===== config.mk =====
export PLATFORM = sky130hd
export DESIGN_NAME = ordinal_read_seq
export DESIGN_NICKNAME = d
export VERILOG_FILES = /design/src/rtl/ordinal_read_pkg.sv /design/src/rtl/ors_settle_timer.sv /design/src/rtl/ors_decode.sv /design/src/rtl/ors_ctrl.sv /design/src/rtl/ordinal_read_seq.sv
export SDC_FILE = /design/constraint.sdc
export NUM_CORES = 1
export LEC_CHECK = 0
export ABC_CLOCK_PERIOD_IN_PS = 4350
export BUFFER_PORTS_ARGS = -buffer_cell sky130_fd_sc_hd__buf_2
export CORE_ASPECT_RATIO = 0.9
export CORE_UTILIZATION = 42
export CTS_CLUSTER_DIAMETER = 80
export DETAILED_ROUTE_END_ITERATION = 7
export GPL_ROUTABILITY_DRIVEN = 1
export PLACE_DENSITY = 0.65
export SKIP_LAST_GASP = 1
export SYNTH_ARGS = -nofsm -noshare
export SYNTH_HDL_FRONTEND = slang
export SYNTH_SLANG_ARGS = --single-unit

===== constraint.sdc =====
create_clock -name clk -period 4.35 [get_ports clk]
set_input_delay 0.435 -clock clk [delete_from_list [all_inputs] [get_ports clk]]
set_output_delay 0.435 -clock clk [all_outputs]
set_load 0.02 [all_outputs]

===== src/rtl/ordinal_read_pkg.sv =====
package ordinal_read_pkg;

  localparam int NUM_CMP  = 5;
  localparam int NUM_STEP = 3;
  localparam int CIDX_W   = $clog2(NUM_CMP);

  typedef enum logic [2:0] {
    ST_IDLE, ST_CLEAR, ST_FIELD, ST_SETTLE, ST_CAPTURE, ST_CMP, ST_FINISH
  } seq_state_e;

  // comparison order equals pair code
  localparam logic [CIDX_W-1:0] PAIR_THR_LO = 3'd0;
  localparam logic [CIDX_W-1:0] PAIR_THR_HI = 3'd1;
  localparam logic [CIDX_W-1:0] PAIR_S1S2   = 3'd2;
  localparam logic [CIDX_W-1:0] PAIR_S1S3   = 3'd3;
  localparam logic [CIDX_W-1:0] PAIR_S2S3   = 3'd4;

  typedef struct packed {
    logic [2:0] word;
    logic       bad;
  } read_out_t;

  function automatic logic closes_step(input logic [CIDX_W-1:0] idx);
    return (idx == PAIR_THR_HI) || (idx == PAIR_S1S2) || (idx == PAIR_S2S3);
  endfunction

  function automatic logic extreme_level(input logic [NUM_CMP-1:0] r);
    return !r[PAIR_THR_LO] || r[PAIR_THR_HI];
  endfunction

  function automatic read_out_t decode_order(input logic [NUM_CMP-1:0] r);
    read_out_t o;
    logic c12, c13, c23;
    c12 = r[PAIR_S1S2];
    c13 = r[PAIR_S1S3];
    c23 = r[PAIR_S2S3];
    o.bad = 1'b0;
    if (!r[PAIR_THR_LO])      o.word = 3'b001;
    else if (r[PAIR_THR_HI])  o.word = 3'b110;
    else if ((c12 && c23 && !c13) || (!c12 && !c23 && c13)) begin
      o.word = 3'b000;
      o.bad  = 1'b1;
    end else                  o.word = {c12, c23, c13};
    return o;
  endfunction

endpackage


===== src/rtl/ors_settle_timer.sv =====
module ors_settle_timer #(
  parameter int SETTLE_W = 8
) (
  input  logic                clk,
  input  logic                rst,
  input  logic                load,
  input  logic [SETTLE_W-1:0] load_val,
  output logic                expired
);
  logic [SETTLE_W-1:0] cnt_q;

  always_ff @(posedge clk) begin
    if (rst)               cnt_q <= '0;
    else if (load)         cnt_q <= load_val;
    else if (cnt_q != '0)  cnt_q <= cnt_q - 1'b1;
  end

  assign expired = (cnt_q == '0);
endmodule


===== src/rtl/ors_decode.sv =====
module ors_decode
  import ordinal_read_pkg::*;
(
  input  logic [NUM_CMP-1:0] results,
  output logic [2:0]         word,
  output logic               bad
);
  read_out_t dec;
  always_comb begin
    dec  = decode_order(results);
    word = dec.word;
    bad  = dec.bad;
  end
endmodule


===== src/rtl/ors_ctrl.sv =====
module ors_ctrl
  import ordinal_read_pkg::*;
(
  input  logic               clk,
  input  logic               rst,
  input  logic               start,
  input  logic               field_ack,
  input  logic               cmp_valid,
  input  logic               cmp_result,
  input  logic               timer_expired,
  output logic               timer_load,
  output logic               slot_clear,
  output logic               field_req,
  output logic [1:0]         field_angle,
  output logic               capture,
  output logic [1:0]         capture_slot,
  output logic               cmp_req,
  output logic [2:0]         cmp_pair,
  output logic [NUM_CMP-1:0] res_next,
  output logic               start_evt,
  output logic               finish_evt,
  output logic               in_finish
);
  seq_state_e          state_q, state_d;
  logic [1:0]          step_q, step_d;
  logic [CIDX_W-1:0]   cidx_q, cidx_d;
  logic [NUM_CMP-1:0]  res_q;
  logic                cmp_fire;

  assign cmp_fire = (state_q == ST_CMP) && cmp_valid;

  always_comb begin
    res_next = res_q;
    if (cmp_fire) res_next[cidx_q] = cmp_result;
  end

  always_comb begin
    state_d    = state_q;
    step_d     = step_q;
    cidx_d     = cidx_q;
    timer_load = 1'b0;
    start_evt  = 1'b0;
    finish_evt = 1'b0;
    case (state_q)
      ST_IDLE: if (start) begin
        state_d   = ST_CLEAR;
        start_evt = 1'b1;
        step_d    = '0;
        cidx_d    = '0;
      end
      ST_CLEAR:   state_d = ST_FIELD;
      ST_FIELD: if (field_ack) begin
        state_d    = ST_SETTLE;
        timer_load = 1'b1;
      end
      ST_SETTLE:  if (timer_expired) state_d = ST_CAPTURE;
      ST_CAPTURE: state_d = ST_CMP;
      ST_CMP: if (cmp_valid) begin
        cidx_d = cidx_q + 1'b1;
        if ((cidx_q == PAIR_THR_HI && extreme_level(res_next)) || cidx_q == PAIR_S2S3) begin
          state_d    = ST_FINISH;
          finish_evt = 1'b1;
        end else if (closes_step(cidx_q)) begin
          state_d = ST_FIELD;
          step_d  = step_q + 2'd1;
        end
      end
      ST_FINISH: state_d = ST_IDLE;
      default:   state_d = ST_IDLE;
    endcase
  end

  always_ff @(posedge clk) begin
    if (rst) begin
      state_q <= ST_IDLE;
      step_q  <= '0;
      cidx_q  <= '0;
      res_q   <= '0;
    end else begin
      state_q <= state_d;
      step_q  <= step_d;
      cidx_q  <= cidx_d;
      res_q   <= start_evt ? '0 : res_next;
    end
  end

  assign slot_clear   = (state_q == ST_CLEAR);
  assign field_req    = (state_q == ST_FIELD);
  assign field_angle  = step_q;
  assign capture      = (state_q == ST_CAPTURE);
  assign capture_slot = step_q;
  assign cmp_req      = (state_q == ST_CMP);
  assign cmp_pair     = cidx_q;
  assign in_finish    = (state_q == ST_FINISH);
endmodule


===== src/rtl/ordinal_read_seq.sv =====
module ordinal_read_seq
  import ordinal_read_pkg::*;
#(
  parameter int SETTLE_W = 8
) (
  input  logic                clk,
  input  logic                rst,
  input  logic                start,
  input  logic [SETTLE_W-1:0] settle_cycles,
  output logic                slot_clear,
  output logic                field_req,
  output logic [1:0]          field_angle,
  input  logic                field_ack,
  output logic                capture,
  output logic [1:0]          capture_slot,
  output logic                cmp_req,
  output logic [2:0]          cmp_pair,
  input  logic                cmp_valid,
  input  logic                cmp_result,
  output logic                done,
  output logic [2:0]          data_out,
  output logic                err
);
  logic               timer_load, timer_expired;
  logic               start_evt, finish_evt, in_finish;
  logic [NUM_CMP-1:0] res_next;
  logic [2:0]         dec_word;
  logic               dec_bad;
  logic [2:0]         data_q;
  logic               err_q;

  ors_settle_timer #(.SETTLE_W(SETTLE_W)) u_timer (
    .clk(clk), .rst(rst), .load(timer_load), .load_val(settle_cycles),
    .expired(timer_expired)
  );

  ors_ctrl u_ctrl (
    .clk(clk), .rst(rst), .start(start), .field_ack(field_ack),
    .cmp_valid(cmp_valid), .cmp_result(cmp_result),
    .timer_expired(timer_expired), .timer_load(timer_load),
    .slot_clear(slot_clear), .field_req(field_req), .field_angle(field_angle),
    .capture(capture), .capture_slot(capture_slot), .cmp_req(cmp_req),
    .cmp_pair(cmp_pair), .res_next(res_next), .start_evt(start_evt),
    .finish_evt(finish_evt), .in_finish(in_finish)
  );

  ors_decode u_decode (.results(res_next), .word(dec_word), .bad(dec_bad));

  always_ff @(posedge clk) begin
    if (rst || start_evt) begin
      data_q <= '0;
      err_q  <= 1'b0;
    end else if (finish_evt) begin
      data_q <= dec_word;
      err_q  <= dec_bad;
    end
  end

  assign done     = in_finish;
  assign data_out = data_q;
  assign err      = err_q;
endmodule


Yosys cells after proc, flatten, opt, wreduce, memory -nomap -nowiden
Index checks and enable logic that the tools add are counted.
{"block": "totals", "inputBits": 14, "reg_bits": 25, "out_inout_bits": 16}
{"block": "classes", "reduce_logical": 26, "eq_ne": 16, "order_cmp": 2, "n_addsub": 3, "muxes": 34}
{"op": "$mux W3", "n": 11}
{"op": "$pmux W3 S6", "n": 1}
{"op": "$mux W8", "n": 2}
{"op": "$eq A3 B3 Y1 const B", "n": 4}
{"op": "$mux W1", "n": 11}
{"op": "$reduce_and A5 Y1", "n": 2}
{"op": "$eq A3 B2 Y1 const B", "n": 3}
{"op": "$logic_not A8 Y1", "n": 1}
{"op": "$mux W2", "n": 4}
{"op": "$reduce_bool A8 Y1", "n": 1}
{"op": "$sub A8 B1 Y8 const B", "n": 1}
{"op": "$logic_and A1 B1 Y1", "n": 7}
{"op": "$eq A3 B1 Y1 const B", "n": 2}
{"op": "$logic_or A1 B1 Y1", "n": 6}
{"op": "$ne A2 B1 Y1 const B", "n": 3}
{"op": "$ne A2 B2 Y1 const B", "n": 3}
{"op": "$pmux W3 S2", "n": 1}
{"op": "$bwmux W5", "n": 1}
{"op": "$mux W5", "n": 1}
{"op": "$logic_not A1 Y1", "n": 4}
{"op": "$lt A3 B4 Y1 const B", "n": 1}
{"op": "$pmux W2 S2", "n": 1}
{"op": "$reduce_bool A2 Y1", "n": 2}
{"op": "$add A3 B1 Y3 const B", "n": 1}
{"op": "other kinds (7)", "n": 7}

Longest topological paths before layout
Gate-level depths: netlist of run 1.
{"block": "logic_depth", "word_depth": 13, "depth_mapped": 8}

Hierarchy
Synthesis of run 1 repeated with hierarchy kept, for this count alone.
{"block": "unflattened", "cells_unflattened": 181, "area_unflattened_um2": 1626.6}
{"module": "ors_ctrl", "instances": 1, "cells_per_inst": 103, "seq_area_each_um2": 260.2, "area_per_inst_um2": 929.6}
{"module": "ors_settle_timer", "instances": 1, "cells_per_inst": 53, "seq_area_each_um2": 160.2, "area_per_inst_um2": 475.5}
{"module": "ordinal_read_seq", "instances": 1, "cells_per_inst": 13, "seq_area_each_um2": 80.1, "area_per_inst_um2": 145.1}
{"module": "ors_decode", "instances": 1, "cells_per_inst": 12, "seq_area_each_um2": 0.0, "area_per_inst_um2": 76.3}

Worst setup path before layout of run 1
Ideal clock, no wire load.
{"block": "synth_timing", "path_type": "register to register", "from": "register u_ctrl.cidx_q[0] (netlist: u_ctrl.cmp_pair[0])", "to": "register data_q[2] (netlist: data_out[2])", "setup_time_ns": 0.071, "synth_period_minus_slack_ns": 2.151, "path_buffers": 1, "path_stages_with_launch": 9, "setup_slack_ns": 2.199, "arrival_time_ns": 2.081, "path_cell_list": "dfxtp_1 -> buf_2 -> inv_1 -> ha_1 -> and2_1 -> o211ai_1 -> or4_1 -> a311o_1 -> a21oi_1"}
{"block": "synth_via", "elab_chain_len": 13, "word_cells_on_any_way": 27, "classes_between": "2 x order compare; 2 x eq/ne; 10 x mux; 13 x reduce/logical"}
{"element": "from (decl)", "line": "ors_ctrl.sv:26", "text": "logic [CIDX_W-1:0] cidx_q, cidx_d;"}
{"element": "from (signal assigned)", "line": "ors_ctrl.sv:82", "text": "cidx_q <= cidx_d;"}
{"element": "$lt A3 B4 Y1 (not written as such) or $ge A3 B1 Y1 (tied branches)", "line": "ors_ctrl.sv:34", "text": "if (cmp_fire) res_next[cidx_q] = cmp_result;"}
{"element": "$logic_and A1 B1 Y1 (not written as such)", "line": "ors_ctrl.sv:34"}
{"element": "$mux W1 (not written as such)", "line": "ors_ctrl.sv:34"}
{"element": "$demux W1 S3"}
{"element": "$bwmux W5", "line": "ors_ctrl.sv:34"}
{"element": "$mux W5", "line": "ors_ctrl.sv:34"}
{"element": "$logic_not A1 Y1 (on tied branches)", "line": "ordinal_read_pkg.sv:40, ordinal_read_pkg.sv:28"}
{"element": "$logic_and A1 B1 Y1 or $logic_or A1 B1 Y1 (tied branches)", "line": "ordinal_read_pkg.sv:40, ordinal_read_pkg.sv:28"}
{"element": "$logic_and A1 B1 Y1 (on tied branches)", "line": "ordinal_read_pkg.sv:40, ors_ctrl.sv:60"}
{"element": "$logic_or A1 B1 Y1 (on tied branches)", "line": "ordinal_read_pkg.sv:40, ors_ctrl.sv:60"}
{"element": "$mux W3 or $mux W1 (tied branches)", "line": "ordinal_read_pkg.sv:40, ors_ctrl.sv:60"}
{"element": "$mux W3 or $mux W1 (tied branches)", "line": "ordinal_read_pkg.sv:39, ors_ctrl.sv:58"}
{"element": "$mux W3 or $mux W1 (tied branches)", "line": "ordinal_read_pkg.sv:38, ors_ctrl.sv:44"}
{"element": "to (signal assigned)", "line": "ordinal_read_seq.sv:54", "text": "data_q <= dec_word;"}
{"element": "to (decl)", "line": "ordinal_read_seq.sv:29", "text": "logic [2:0] data_q;"}
Parallel ways exist; a longest one is shown, timed or not.
A chain may end at the register's enable or synchronous reset.

Worst setup path in the final report of run 1
{"block": "layout_timing", "from": "register u_ctrl.state_q[0]", "to": "register data_q[2] (netlist: data_out[2])"}
{"block": "layout_via", "elab_chain_len": 10, "word_cells_on_any_way": 24, "classes_between": "1 x eq/ne; 8 x mux; 15 x reduce/logical"}
{"element": "from (decl)", "line": "ors_ctrl.sv:24", "text": "seq_state_e state_q, state_d;"}
{"element": "from (signal assigned)", "line": "ors_ctrl.sv:80", "text": "state_q <= state_d;"}
{"element": "$eq A3 B3 Y1", "line": "ors_ctrl.sv:30, ors_ctrl.sv:44"}
{"element": "$logic_and A1 B1 Y1", "line": "ors_ctrl.sv:30", "text": "assign cmp_fire = (state_q == ST_CMP) && cmp_valid;"}
{"element": "$mux W5", "line": "ors_ctrl.sv:34"}
{"element": "$logic_not A1 Y1 (on tied branches)", "line": "ordinal_read_pkg.sv:40, ordinal_read_pkg.sv:28"}
{"element": "$logic_and A1 B1 Y1 or $logic_or A1 B1 Y1 (tied branches)", "line": "ordinal_read_pkg.sv:40, ordinal_read_pkg.sv:28"}
{"element": "$logic_and A1 B1 Y1 (on tied branches)", "line": "ordinal_read_pkg.sv:40, ors_ctrl.sv:60"}
{"element": "$logic_or A1 B1 Y1 (on tied branches)", "line": "ordinal_read_pkg.sv:40, ors_ctrl.sv:60"}
{"element": "$mux W3 or $mux W1 (tied branches)", "line": "ordinal_read_pkg.sv:40, ors_ctrl.sv:60"}
{"element": "$mux W3 or $mux W1 (tied branches)", "line": "ordinal_read_pkg.sv:39, ors_ctrl.sv:58"}
{"element": "$mux W3 or $mux W1 (tied branches)", "line": "ordinal_read_pkg.sv:38, ors_ctrl.sv:44"}
Parallel ways exist; a longest one is shown, timed or not.

==> metrics.md, run 1 <==
| Metric | Value |
|---|---|
| Max-slew violations | 0 |
| Pleak | 0.729 nW |
| Hold Buf Count CTS | 0 |
| #FFs+latches synth | 25 |
| Vias in the first global route | 1,363 |
| Final period utilization | 55.4% |
| CTS max path bufs | 2 |
| GRT busiest layer | met1 |
| Initial antenna violation count | 0 |
| Hold_ws | 0.398 ns |
| Crit end category | flip-flop |
| TNS Setup | 0 ns |
| Final setup viols | 0 |
| Hold depth | 3 |
| Final worst setup slack | 1.94 ns |
| Synth async-reset ratio | 0% |
| Synth top area share | 30.5% |
| Pre-CTS setup slack | 2.01 ns |
| Per-cell routed wire length | 13.7 um |
| CTS tree | yes |
| Power Dens Cells | 382 nW/um2 |
| Synth top area cells | dfxtp_1 (30%), nand2_1 (4.8%), ha_1 (4.6%) |
| Unrepaired setup endpoints after global routing | false |
| Max_cap viols | 0 |
| Min-Delay Path Class | in -> reg |
| Tmin final | 2.41 ns |
| Crit path kind | reg -> reg |
| RePlAce Congestion | 0.828 |
| Die Width | 67.9 um |
| Detailed-route wire length | 3730 um |
| Reg-to-reg slack, setup | 1.94 ns |
| Top Ports | 30 |
| Vias per cell | 5.68 |
| Detailed Route Iter0 Violations | 62 |
| Clk pin slew, worst setup/hold paths | 0.09 ns |
| Root buffer cell | clkbuf_8 |
| Worst skew pair latency | 0.27 ns |
| Hold Vio Cnt, Final | 0 |
| Post-detail-place hpwl | 2710 um |
| Met1 usage | 29.5% |
| Crit path max fanout | 13 |
| WP data arrival | 2.61 ns |
| Reg2reg path depth | 6 |
| GRT Overall Usage | 19.7% |
| Critical hold path startpoint | settle_cycles[0] |
| Syn Area/Cell | 8.01 um2 |
| Cell taking the most area after synthesis | dfxtp_1 |
| Gr ovfl total | 0 |
| Initial core utilization | 44.0% |
| Layout Utilization | 49.0% |
| DRT antenna net count | 0 |
| CTS buffer count | 3 |
| FP Rows | 21 |
| Status | completed |
| First-pass GRT wire length | 6270 um |
| Worst Tran Pin Value | 0.504 ns |
| P&R area growth vs syn | 11.3% |
| Detailed Routing Iterations Pass 1 | 4 |
| Fmax | 415 MHz |
| Core box area | 3730 um2 |
| RR Endpoint | data_out[2] |
| Area of the multi-input gates | 1030 um2 |
| Largest net degree at the start of global routing | 18 |
| Seq/Total Area, Yosys | 30.5% |
| Slew HR | 66.4% |
| Total inserted antenna cells | 0 |
| FF+latch area | 500 um2 |
| Clk sink count | 25 |
| Die Y | 61.3 um |
| Post-CTS resize count | 0 |
| Met2 GRT Util | 28.6% |
| H-tree depth | 1 |
| Yosys warns | 0 |
| Mapped cell area | 1640 um2 |
| Most frequent cells in the layout | buf_2 (29), dfxtp_1 (25), nand2_1 (21), nor2_1 (20), a21oi_1 (14) |
| Die Area | 4170 um2 |
| Worst flop-to-flop path startpoint | u_ctrl.state_q[0] |
| Worst Setup Start Kind | flip-flop |
| # port buffers | 29 |
| Predominant post-synthesis flop cell | dfxtp_1 |
| DRC viols | 0 |
| Worst Clk Skew | 0.00207 ns |
| Post-synth EDFFs | 0 |
| Syn_nets | 225 |
| Fin nets | 247 |
| Via count | 1,546 |
| Syn Inst Count | 205 |
| Post-synth cell types | 55 |
| Number of fill cells | 385 |
| Hold endpoint | u_timer.cnt_q[0] |
| Critical Path RT | 4.55 ns |
| VDD IR-drop max | 248 uV |
| Met3 usage | 2.96% |
| Most common cell after layout, fill and taps aside | buf_2 |
| Layout cell share with drive strength beyond 1 | 19.0% |
| Setup Buffers After CTS | 0 |
## metal layers
| metal | wire (um) | share of wire [%] |
|---|---|---|
| met2 | 1490 | 40 |
| met1 | 2060 | 55 |
| met4 | 34 | 0.91 |
| met5 | 0 | 0 |
| met3 | 144 | 3.9 |
## kinds of logic after synthesis
kind of cell    count (synthesis)  synth area share [%]
flops                          25                  30.5
fa+ha+maj                       6                  4.57
mux                             1                 0.609
simple gates                   92                  32.3
xor+xnor                        6                  3.20
compound gates                 51                  22.3
buf+inv                        24                  6.55
## state kept, by name, summed over array words and instances, names as in the netlist
| signal | count |
|---|---|
| u_ctrl.capture_slot | 2 |
| u_ctrl.cmp_pair | 3 |
| data_out | 3 |
| u_ctrl.state_q | 3 |
| u_timer.cnt_q | 8 |
| err | 1 |
| u_ctrl.res_q | 5 |
## worst max-delay path by stage
| stage | start | to | slack [ns] | cells past startpoint |
|---|---|---|---|---|
| 5_1_grt | u_ctrl.state_q[0] | data_out[2] | 1.81 | 6 |
| 3_3_place_gp | u_ctrl.state_q[0] | data_out[2] | 2.03 | 6 |
| 2_1_floorplan | u_ctrl.cmp_pair[0] | data_out[2] | 2.20 | 8 |
| 3_5_place_dp | u_ctrl.state_q[0] | data_out[2] | 2.01 | 6 |
| 6_report | u_ctrl.state_q[0] | data_out[2] | 1.94 | 6 |
| 4_1_cts | u_ctrl.state_q[0] | data_out[2] | 1.98 | 6 |
## area by class of cell
type | instances | area share (%)
flip-flops and latches | 25 | 27.4
inverters | 12 | 2.46
well taps | 46 | 3.15
clock buffers | 4 | 2.46
repair buffers | 29 | 7.94
multi-input cells | 156 | 56.6
## critical path, stage by stage (launching register included)
cell,delay (ns)
dfxtp_1,0.59
nand3b_2,0.25
inv_2,0.25
o211ai_1,0.15
or4_1,0.63
a311o_1,0.34
a21oi_1,0.13
## Yosys cell counts, drive strengths merged (2+ instances only)
cell type / number
and2: 3
or4: 4
or3b: 2
a311oi: 2
nand3b: 2
nor3: 7
ha: 6
buf: 5
nor2b: 4
a21o: 2
inv: 12
and3: 2
nor2: 20
a32o: 2
nand3: 7
nand4: 2
o211ai: 3
a221oi: 2
a31oi: 4
nor4b: 2
nor3b: 3
o21ai: 4
nand2: 21
xnor2: 4
or3: 3
o21a: 2
a21oi: 14
xor2: 2
nor4: 5
clkbuf: 7
a211oi: 7
dfxtp: 25
## where the power goes
group	switching [W]	leakage, nW	internal (W)
Sequential	0.0000393	0.204	0.000261
Combinational	0.000140	0.503	0.000117
Clock	0.0000738	0.0228	0.0000655
## through the flow
step / power (W) / instance area [um2] / instances
finish: 0.000698 / 1830 / 272
global route: 0.000752 / 1830 / 272
CTS: 0.000700 / 1830 / 272
detailed placement: 0.000560 / 1780 / 268
global placement: 0.000557 / 1780 / 268
floorplan: 0.000508 / 1640 / 205
Note: power is estimated with default switching activity, not from simulation.
==> inputs of run 2 (changes only) <==
ABC_CLOCK_PERIOD_IN_PS = 2200   (was 4350)
PLACE_DENSITY = 0.67   (was 0.65)
clock period = 2.2 ns   (was 4.35 ns; I/O delays follow)
==> run 2 against run 1 <==
Against the previous run:
- wire length down 0.83%
- clock skew up 0.00074 ns
- clock power up 100%
- sequential cell count unchanged
- cell area up 4.8%
- core utilization up 2.3 points
- setup slack worse by 1.8 ns
- highest routed layer unchanged
- combinational power up 110%
==> metrics.md, run 2 (same netlist as run 1, synthesis figures left out) <==
| Metric | Value |
|---|---|
| Per-cell routed wire length | 13.1 um |
| Pleak | 0.785 nW |
| Hold endpoint | u_timer.cnt_q[6] |
| Gr ovfl total | 0 |
| FP Rows | 21 |
| # port buffers | 29 |
| Final period utilization | 93.3% |
| Core box area | 3730 um2 |
| Worst Setup Start Kind | flip-flop |
| Max-slew violations | 0 |
| Top Ports | 30 |
| H-tree depth | 1 |
| CTS buffer count | 3 |
| CTS tree | yes |
| Die Area | 4170 um2 |
| Critical Path Max Stage Delay | 0.60 ns |
| CTS max path bufs | 2 |
| Via count | 1,546 |
| Critical Path RT | 2.41 ns |
| Worst Tran Pin Value | 0.443 ns |
| Reg-to-reg slack, setup | 0.15 ns |
| Met3 WL | 125 um |
| Hold_ws | 0.175 ns |
| Tmin final | 2.05 ns |
| Slowest CP cell | or4_1 |
| Unrepaired setup endpoints after global routing | false |
| Placed Area | 1870 um2 |
| Final instance area | 1920 um2 |
| DRC viols | 0 |
| FF+latch area | 502 um2 |
| Die Y | 61.3 um |
| Layout cell share with drive strength beyond 1 | 23.6% |
| Crit path kind | reg -> reg |
| DRT antenna net count | 0 |
| Die Width | 67.9 um |
| Hold Buf Count CTS | 0 |
| Clk pin slew, worst setup/hold paths | 0.09 ns |
| RePlAce Congestion | 0.815 |
| GRT Overall Usage | 19.2% |
| Total inserted antenna cells | 0 |
| Reg with most FFs | u_timer.cnt_q |
| Area of the multi-input gates | 1030 um2 |
| Max_cap viols | 0 |
| Reg2reg path depth | 7 |
| Detailed-route wire length | 3700 um |
| Initial core utilization | 44.0% |
| Power Dens Cells | 738 nW/um2 |
| Slew HR | 70.4% |
| Routed length on met2 | 1470 um |
| Status | completed |
| Most frequent cells in the layout | buf_2 (29), dfxtp_1 (24), nand2_1 (21), nor2_1 (20), a21oi_1 (14) |
| Largest regs | u_timer.cnt_q: 8 flops, u_ctrl.res_q: 5 flops |
| Pre-CTS setup slack | 0.100 ns |
| Met1 WL | 2080 um |
| Clk sink count | 25 |
| First-pass GRT wire length | 5980 um |
| VDD IR-drop max | 517 uV |
| Largest net degree at the start of global routing | 18 |
| Setup Buffers After CTS | 0 |
| Min-Delay Path Class | in -> reg |
| Initial antenna violation count | 0 |
| Crit end category | flip-flop |
| Detailed Routing Iterations Pass 1 | 4 |
| Hold Vio Cnt, Final | 0 |
| Critical path cell sequence | inv_1 -> ha_1 -> and2_1 -> o211ai_1 -> or4_1 -> a311o_1 -> a21oi_1 |
| Final worst setup slack | 0.147 ns |
| Worst flop-to-flop path startpoint | u_ctrl.cmp_pair[1] |
| WP data arrival | 2.26 ns |
| Fin nets | 258 |
| Largest register FFs | 8 |
| Most common cell after layout, fill and taps aside | buf_2 |
| Highest Signal Layer | met4 |
| Vias in the first global route | 1,293 |
| P&R area growth vs syn | 16.6% |
| Detailed Route Iter0 Violations | 69 |
| Root buffer cell | clkbuf_8 |
| TNS Setup | 0 ns |
| Worst Clk Skew | 0.00281 ns |
| Number of fill cells | 393 |
| Hold depth | 3 |
| Critical hold path startpoint | settle_cycles[6] |
| Final setup viols | 0 |
| RR Endpoint | data_out[2] |
| Worst skew pair latency | 0.27 ns |
| Crit path max fanout | 5 |
| Post-detail-place hpwl | 2770 um |
| Fmax | 487 MHz |
| Vias per cell | 5.46 |
[run 2: cell count changes in the layout (fill, tap and decap cells not counted), sizes merged]
cell and delta:
buf +11, clkbuf -1, clkinvlp +1
[run 2: how the worst max path moves through the flow]
stage / startpoint / endpoint / slack (ns) / cells after the start
floorplan: u_ctrl.cmp_pair[0] / data_out[2] / 0.05 / 8
detailed placement: u_ctrl.cmp_pair[2] / u_ctrl.capture_slot[0] / 0.10 / 5
CTS: u_ctrl.cmp_pair[2] / u_ctrl.capture_slot[0] / 0.08 / 5
global route: u_ctrl.cmp_pair[1] / data_out[2] / 0.007 / 7
global placement: u_ctrl.cmp_pair[2] / u_ctrl.capture_slot[0] / 0.13 / 5
finish: u_ctrl.cmp_pair[1] / data_out[2] / 0.15 / 7
[run 2: cell type report]
| cell class | count | area share, % |
|---|---|---|
| clock buffer | 3 | 2.16 |
| clock inverter | 1 | 0.392 |
| inverter | 12 | 2.35 |
| multi-input combinational | 156 | 54.0 |
| sequential | 25 | 26.2 |
| tap | 46 | 3.00 |
| timing repair buffer | 40 | 11.9 |
[run 2: repair_timing]
| action | 4_1_cts | 5_1_grt |
|---|---|---|
| endpoints found under the hold margin | 0 | 0 |
| gates resized for setup | 0 | 1 |
| endpoints found under the setup margin | 0 | 1 |
[run 2: report_power, final]
part	switching, W	internal [W]
Clock	0.000153	0.000128
Combinational	0.000294	0.000260
Sequential	0.0000611	0.000516
[run 2: worst max-delay path, delay by kind of cell (launching register included)]
kind / cells / cell delay [ns]
AO/OA/AOI/OAI: 3 / 0.62
AND/OR/NAND/NOR: 2 / 0.79
adder cells (fa/ha/maj): 1 / 0.13
buffers and inverters: 1 / 0.09
flip-flops: 1 / 0.35
[run 2: layer usage]
metal	global-route usage, %	vias to the layer above
met5	0	-
met4	4.46	0
met3	3.89	2
met2	27.2	31
met1	29.5	702
li1	-	811
[run 2: metrics by stage]
step                      total power [W]  utilization [%]  cells
after floorplan                   0.00100                -    205
after global placement            0.00113             50.0    279
after detailed placement          0.00114             50.0    279
after CTS                         0.00143             51.3    283
after global routing              0.00153             51.3    283
final                             0.00141             51.3    283
